[config.mk]
export PLATFORM = sky130hd
export DESIGN_NAME = sdlc_loop_rptr
export DESIGN_NICKNAME = d
export VERILOG_FILES = /design/src/rtl/sdlc_loop_pkg.sv /design/src/rtl/sdlc_pat_det.sv /design/src/rtl/sdlc_byte_ser.sv /design/src/rtl/sdlc_loop_ctrl.sv /design/src/rtl/sdlc_loop_rptr.sv
export SDC_FILE = /design/constraint.sdc
export NUM_CORES = 1
export LEC_CHECK = 0
export BUFFER_PORTS_ARGS = -buffer_cell sky130_fd_sc_hd__buf_2
export CAP_MARGIN = 40
export CORE_MARGIN = 4
export CORE_UTILIZATION = 50
export DETAILED_ROUTE_END_ITERATION = 8
export PLACE_DENSITY = 0.77
export SLEW_MARGIN = 25
export SYNTH_ARGS = -nofsm -noshare
export SYNTH_HDL_FRONTEND = slang
export SYNTH_SLANG_ARGS = --single-unit
[constraint.sdc]
create_clock -name clk -period 2.15 [get_ports clk]
set_input_delay 0.1075 -clock clk [delete_from_list [all_inputs] [get_ports clk]]
set_output_delay 0.1075 -clock clk [all_outputs]
set_load 0.01 [all_outputs]
[src/rtl/sdlc_loop_pkg.sv]
package sdlc_loop_pkg;
  localparam int BYTE_W = 8;
  localparam logic [BYTE_W-1:0] FLAG_PAT = 8'h7E;  // 0111_1110, oldest bit in MSB
  localparam logic [BYTE_W-1:0] EOP_PAT  = 8'h7F;  // 0111_1111, oldest bit in MSB

  typedef enum logic [1:0] {
    LS_OFF    = 2'd0,
    LS_REPEAT = 2'd1,
    LS_SEND   = 2'd2
  } loop_st_e;
endpackage

[src/rtl/sdlc_pat_det.sv]
module sdlc_pat_det
  import sdlc_loop_pkg::*;
#(
  parameter int PAT_W = BYTE_W
) (
  input  logic clk,
  input  logic rst_n,
  input  logic clr,
  input  logic bit_en,
  input  logic rxd,
  output logic flag_hit,
  output logic eop_hit
);
  localparam int HIST_W = PAT_W - 1;

  logic [HIST_W-1:0] hist;
  logic [PAT_W-1:0]  window;

  // newest bit enters at the LSB, so the oldest bit sits in the MSB
  assign window   = {hist, rxd};
  assign flag_hit = bit_en && (window == PAT_W'(FLAG_PAT));
  assign eop_hit  = bit_en && (window == PAT_W'(EOP_PAT));

  always_ff @(posedge clk or negedge rst_n) begin
    if (!rst_n) begin
      hist <= '0;
    end else if (clr) begin
      hist <= '0;
    end else if (bit_en) begin
      hist <= window[HIST_W-1:0];
    end
  end
endmodule

[src/rtl/sdlc_byte_ser.sv]
module sdlc_byte_ser
  import sdlc_loop_pkg::*;
#(
  parameter int W = BYTE_W
) (
  input  logic         clk,
  input  logic         rst_n,
  input  logic         start,
  input  logic         step,
  input  logic [W-1:0] nxt_byte,
  output logic         at_bnd,
  output logic         next_bit
);
  localparam int IW = $clog2(W);
  localparam logic [IW-1:0] LAST = IW'(W - 1);

  logic [W-1:0]  sh;
  logic [IW-1:0] idx;
  logic [IW-1:0] idx_nx;

  assign at_bnd   = (idx == LAST);
  assign idx_nx   = idx + IW'(1);
  // at a boundary the new byte's bit 0 goes out; otherwise the next bit, LSB first
  assign next_bit = at_bnd ? nxt_byte[0] : sh[idx_nx];

  always_ff @(posedge clk or negedge rst_n) begin
    if (!rst_n) begin
      sh  <= '0;
      idx <= LAST;
    end else if (start) begin
      idx <= LAST;
    end else if (step) begin
      if (at_bnd) begin
        sh  <= nxt_byte;
        idx <= '0;
      end else begin
        idx <= idx_nx;
      end
    end
  end
endmodule

[src/rtl/sdlc_loop_ctrl.sv]
module sdlc_loop_ctrl
  import sdlc_loop_pkg::*;
(
  input  logic     clk,
  input  logic     rst_n,
  input  logic     chan_rst,
  input  logic     loop_en,
  input  logic     bit_en,
  input  logic     armed,
  input  logic     flag_hit,
  input  logic     eop_hit,
  input  logic     at_bnd,
  input  logic     tx_valid,
  output loop_st_e state,
  output logic     synced,
  output logic     take,
  output logic     release_now,
  output logic     pick_data
);
  logic elig;
  logic last_data;
  logic bnd;
  logic pick_flag;

  assign take        = (state == LS_REPEAT) && eop_hit && armed && elig;
  assign bnd         = (state == LS_SEND) && bit_en && at_bnd;
  assign pick_data   = bnd && tx_valid;
  assign pick_flag   = bnd && !tx_valid && (armed || last_data);
  assign release_now = bnd && !tx_valid && !armed && !last_data;

  always_ff @(posedge clk or negedge rst_n) begin
    if (!rst_n) begin
      state     <= LS_OFF;
      synced    <= 1'b0;
      elig      <= 1'b0;
      last_data <= 1'b0;
    end else if (!loop_en || chan_rst) begin
      state     <= LS_OFF;
      synced    <= 1'b0;
      elig      <= 1'b0;
      last_data <= 1'b0;
    end else begin
      unique case (state)
        LS_OFF: state <= LS_REPEAT;
        LS_REPEAT: begin
          if (flag_hit) begin
            synced <= 1'b1;
            elig   <= 1'b1;
          end
          if (take) begin
            state     <= LS_SEND;
            last_data <= 1'b0;
          end
        end
        LS_SEND: begin
          if (pick_data) last_data <= 1'b1;
          if (pick_flag) last_data <= 1'b0;
          if (release_now) begin
            state     <= LS_REPEAT;
            elig      <= 1'b0;
            last_data <= 1'b0;
          end
        end
        default: state <= LS_OFF;
      endcase
    end
  end
endmodule

[src/rtl/sdlc_loop_rptr.sv]
module sdlc_loop_rptr
  import sdlc_loop_pkg::*;
(
  input  logic              clk,
  input  logic              rst_n,
  input  logic              chan_rst,
  input  logic              loop_en,
  input  logic              go_wr,
  input  logic              go_val,
  input  logic              bit_en,
  input  logic              rxd,
  output logic              txd,
  input  logic [BYTE_W-1:0] tx_data,
  input  logic              tx_valid,
  output logic              tx_ready,
  output logic              on_loop,
  output logic              sending
);
  loop_st_e          state;
  logic              go_armed;
  logic              flag_hit;
  logic              eop_hit;
  logic              synced;
  logic              take;
  logic              release_now;
  logic              pick_data;
  logic              at_bnd;
  logic              ser_bit;
  logic              txd_q;
  logic              in_repeat;
  logic              det_clr;
  logic [BYTE_W-1:0] nxt_byte;

  assign det_clr   = !loop_en || chan_rst;
  assign in_repeat = (state == LS_REPEAT);
  assign nxt_byte  = pick_data ? tx_data : FLAG_PAT;

  always_ff @(posedge clk or negedge rst_n) begin
    if (!rst_n)         go_armed <= 1'b0;
    else if (chan_rst)  go_armed <= 1'b0;
    else if (go_wr)     go_armed <= go_val;
  end

  sdlc_pat_det #(.PAT_W(BYTE_W)) u_det (
    .clk      (clk),
    .rst_n    (rst_n),
    .clr      (det_clr),
    .bit_en   (bit_en),
    .rxd      (rxd),
    .flag_hit (flag_hit),
    .eop_hit  (eop_hit)
  );

  sdlc_loop_ctrl u_ctrl (
    .clk         (clk),
    .rst_n       (rst_n),
    .chan_rst    (chan_rst),
    .loop_en     (loop_en),
    .bit_en      (bit_en),
    .armed       (go_armed),
    .flag_hit    (flag_hit),
    .eop_hit     (eop_hit),
    .at_bnd      (at_bnd),
    .tx_valid    (tx_valid),
    .state       (state),
    .synced      (synced),
    .take        (take),
    .release_now (release_now),
    .pick_data   (pick_data)
  );

  sdlc_byte_ser #(.W(BYTE_W)) u_ser (
    .clk      (clk),
    .rst_n    (rst_n),
    .start    (take),
    .step     (bit_en && (state == LS_SEND) && !release_now),
    .nxt_byte (nxt_byte),
    .at_bnd   (at_bnd),
    .next_bit (ser_bit)
  );

  always_ff @(posedge clk or negedge rst_n) begin
    if (!rst_n) begin
      txd_q <= 1'b1;
    end else if (det_clr) begin
      txd_q <= 1'b1;
    end else if (bit_en) begin
      unique case (state)
        LS_REPEAT: txd_q <= take ? 1'b0 : rxd;
        LS_SEND:   txd_q <= release_now ? rxd : ser_bit;
        default:   txd_q <= 1'b1;
      endcase
    end
  end

  assign txd      = txd_q;
  assign tx_ready = (state == LS_SEND) && bit_en && at_bnd;
  assign on_loop  = synced;
  assign sending  = (state == LS_SEND);
endmodule

==> results by group <==
CTS
  • CTS Buf Count: 3
  • CTS root buffer: clkbuf_4
  • Clk slew on worst S/H paths: 0.13 ns
  • Worst-Skew Late Latency: 0.33 ns
  • CTS tree: yes
  • CTS max path bufs: 2
  • CTS H-tree depth: 1
  • TritonCTS Sinks: 25

Logic synthesis
  • Largest family of logic cells by synthesized area: simple AND/OR/NAND/NOR gates
  • Syn nets: 154
  • Mux contribution to synthesized area: 15.4%
  • Most instantiated cells after synthesis: dfrtp_1 (21), mux2i_1 (13), nor2_1 (11)
  • Synth area leaders: dfrtp_1 (37%), mux2i_1 (9.1%), dfstp_2 (7.4%)
  • Post-synth top area cell: dfrtp_1
  • Post-Synth Simple-Gate Area: 18.7%
  • Yosys top cell area share: 36.8%
  • Unique masters post-synth: 41
  • Compound-Gate Fraction of Synth Area: 11.9%
  • Post-Syn Area: 1430 um^2
  • Sequential share of the synthesized area: 44.1%
  • Synth Area per Inst: 10.9 um^2
  • Adder-cell share of the synthesized area: 5.25%
  • Ys flop type: dfrtp_1
  • Number of synthesized flops with an enable pin: 0
  • Synth async-reset ratio: 100%
  • Post-synthesis cell count: 131
  • Seq cells post-synth: 25
  • Most frequent cell after synthesis: dfrtp_1
  • Post-synthesis xor/xnor area fraction: 0%
  • Synth warn: 0

Critical path
  • Setup CP Type: register to register
  • WP depth: 7
  • CP top delay family: simple AND/OR/NAND/NOR gates
  • CP cell instances: ha_2 -> ha_4 -> nand3_2 -> or4_4 -> buf_4 -> a31o_2 -> a22oi_1
  • CP arrival: 2.35 ns
  • FF-to-FF path depth: 7
  • Slowest CP cell: dfstp_2
  • CP Capture Type: register
  • CP bufs+invs: 1
  • Startpoint Class: register
  • Max FO, Critical Path: 3
  • WP data required: about 2.4 ns
  • Worst path max stage delay: 0.56 ns

Power
  • Worst VDD drop: 0.524 mV
  • Pleak: 0.743 nW
  • Pwr Density: 461 nW/um^2
  • Reg power frac: 63.2%
  • Sw Share: approximately 25%
  • Net switching power: approximately 0.19 mW
  • Combinational power share: 8.6%
  • Clock Power Share: 28.2%
  • Pint: 0.572 mW

Flow run
  • Max_cap viols: 0

Min path
  • Worst hold path type: primary input to register
  • Hold-critical path depth: 3

Timing
  • Tightest slew margin relative to the limit: 61.1%
  • Fin crit share: 98.1%
  • Final setup violation count: 0
  • Unrepaired setup endpoints after global routing: false
  • Skew final: about 0.003 ns
  • Least-Margin Pin Slew: around 0.58 ns
  • Slew Viols, Final: 0
  • Final hold vios: 0
  • FMAX: 0.474 GHz
  • Fin Setup TNS: 0 ns
  • Crit path time final: 2.11 ns

Placed design
  • DP HPWL: 2190 um
  • Gpl congestion: 0.868
  • Port bufs: 20

Routing
  • Antenna-violating nets left: 0
  • Via count: 1094
  • Initial detailed-routing violation count: 20
  • Routed vias/inst: 5.82
  • DR WL/cell: 15.4 um
  • Pre-antenna DRT Iters: 4
  • Final WL: 2890 um
  • DRC: 0

Die
  • Die ar.: 3780 um^2
  • Core region area: 2730 um^2
  • Rows: 19
  • Die Width: 61.5 um
  • Die Ht: between 60 and 70 um
  • # IOs: 21
  • Initial Utilization: 52.3%

Global routing
  • Gr usage total: 17.4%
  • Number of global-route vias before repair: 1061
  • First-pass GRT wire length: 4750 um
  • Initial antenna violation count: 0
  • Largest net degree at the start of global routing: 26
  • Grt ovf: 0

Cells and area
  • Finished Core Util: between 60% and 70%
  • N_diodes: 0
  • Count of nets after finishing: ~180
  • Area Growth Syn to Fin: 15.0%
  • Layout cells sized above 1: around 33%

Outcome
  • Status: finished clean
==> flip-flops by register name, summed over array words and instances (netlist names) <==
name and count:
u_ser.sh 8, u_ctrl.state 2, u_ctrl.synced 1, u_det.hist 7
go_armed 1, u_ser.idx 3, u_ctrl.last_data 1, txd 1
u_ctrl.elig 1
==> power groups by stage <==
stage	Clock [mW]	Sequential, mW	Combinational [mW]
final	0.214	0.479	0.0656
after global routing	0.243	0.479	0.0742
after CTS	0.225	0.479	0.0670
after detailed placement	0	0.487	0.0642
after global placement	0	0.487	0.0619
after floorplan	0	0.486	0.0334
==> cells by family after synthesis <==
| group | count (synthesis) |
|---|---|
| compound gates | 22 |
| fa+ha+maj | 6 |
| buf+inv | 14 |
| flops | 25 |
| mux | 21 |
| simple gates | 43 |
==> per-stage QoR <==
| stage | area [um^2] | hold slack (ns) | cells | power (mW) | setup WS [ns] |
|---|---|---|---|---|---|
| after floorplan | 1430 | -0.188 | 131 | 0.520 | 0.125 |
| after global placement | 1570 | 0.116 | 180 | 0.549 | 0.0928 |
| after detailed placement | 1570 | 0.127 | 180 | 0.551 | 0.0465 |
| after CTS | 1610 | 0.00456 | 186 | 0.771 | 0.00999 |
| after global routing | 1640 | 0.0130 | 188 | 0.797 | 0.0122 |
| final | 1640 | 0.0197 | 188 | 0.758 | 0.0409 |
==> timing repair <==
action                                  CTS  global route
buffers inserted                          0             2
hold buffers                              2             0
endpoints found under the setup margin    0             8
gates resized for setup                   0             3
endpoints found under the hold margin    22             0
==> worst min-delay path: stages <==
cell,delay [ns]
buf_2,0.07
mux2i_1,0.06
nor2_1,0.08
==> cells in the final DEF, fill, tap and decap left out, types with 2 or more instances in the layout <==
| cell type | Yosys | final |
|---|---|---|
| nor3_1 | 2 | 2 |
| buf_2 | 2 | 20 |
| and2_1 | 2 | 2 |
| mux2_2 | 8 | 8 |
| nand4_1 | 4 | 4 |
| clkbuf_4 | 0 | 3 |
| nand3_1 | 2 | 2 |
| o21ai_0 | 3 | 3 |
| nor2b_1 | 3 | 3 |
| o311ai_0 | 3 | 3 |
| ha_1 | 6 | 4 |
| nor2_1 | 11 | 11 |
| dfrtp_1 | 21 | 21 |
| dlygate4sd3_1 | 0 | 2 |
| nand2_1 | 5 | 5 |
| dfstp_2 | 4 | 4 |
| nand2b_1 | 8 | 8 |
| mux2i_1 | 13 | 13 |
| inv_1 | 6 | 6 |
| a211oi_1 | 2 | 2 |
| a221oi_1 | 2 | 2 |
| buf_4 | 1 | 7 |
==> path summary, 6_finish.rpt <==
check                                          from                      endpoint  slack [ns]
setup reg to reg           u_ser.idx[0]$_DFFE_PN1P_   u_ctrl.state[1]$_DFFE_PN0P_        0.04
min in group asynchronous                     rst_n  u_ctrl.last_data$_DFFE_PN0P_        0.28
setup / recovery           u_ser.idx[0]$_DFFE_PN1P_   u_ctrl.state[1]$_DFFE_PN0P_        0.04
hold reg to reg             u_ser.sh[7]$_DFFE_PN0P_       u_ser.sh[7]$_DFFE_PN0P_        0.51
hold / removal                               go_val          go_armed$_DFFE_PN0P_        0.02
max in group asynchronous                     rst_n               txd$_DFFE_PN1P_        1.50
==> per-layer routing <==
| layer | GRT usage [%] | up-vias | wire, um |
|---|---|---|---|
| li1 | - | 535 | - |
| met1 | 21.3 | 542 | 1300 |
| met2 | 28.7 | 12 | 1450 |
| met3 | 4.40 | 5 | 86 |
| met4 | 8.18 | 0 | 58 |
| met5 | 0 | - | 0 |
==> final cells by class <==
type                            count  area [um^2]
Fill cell                         241         1090
Multi-Input combinational cell     92          747
Sequential cell                    25          631
Timing Repair Buffer               29          173
Tap cell                           31         38.8
Inverter                            7         26.3
Clock buffer                        3         22.5
Clock inverter                      1         5.00
No activity file was read; power rests on OpenSTA's default activity.
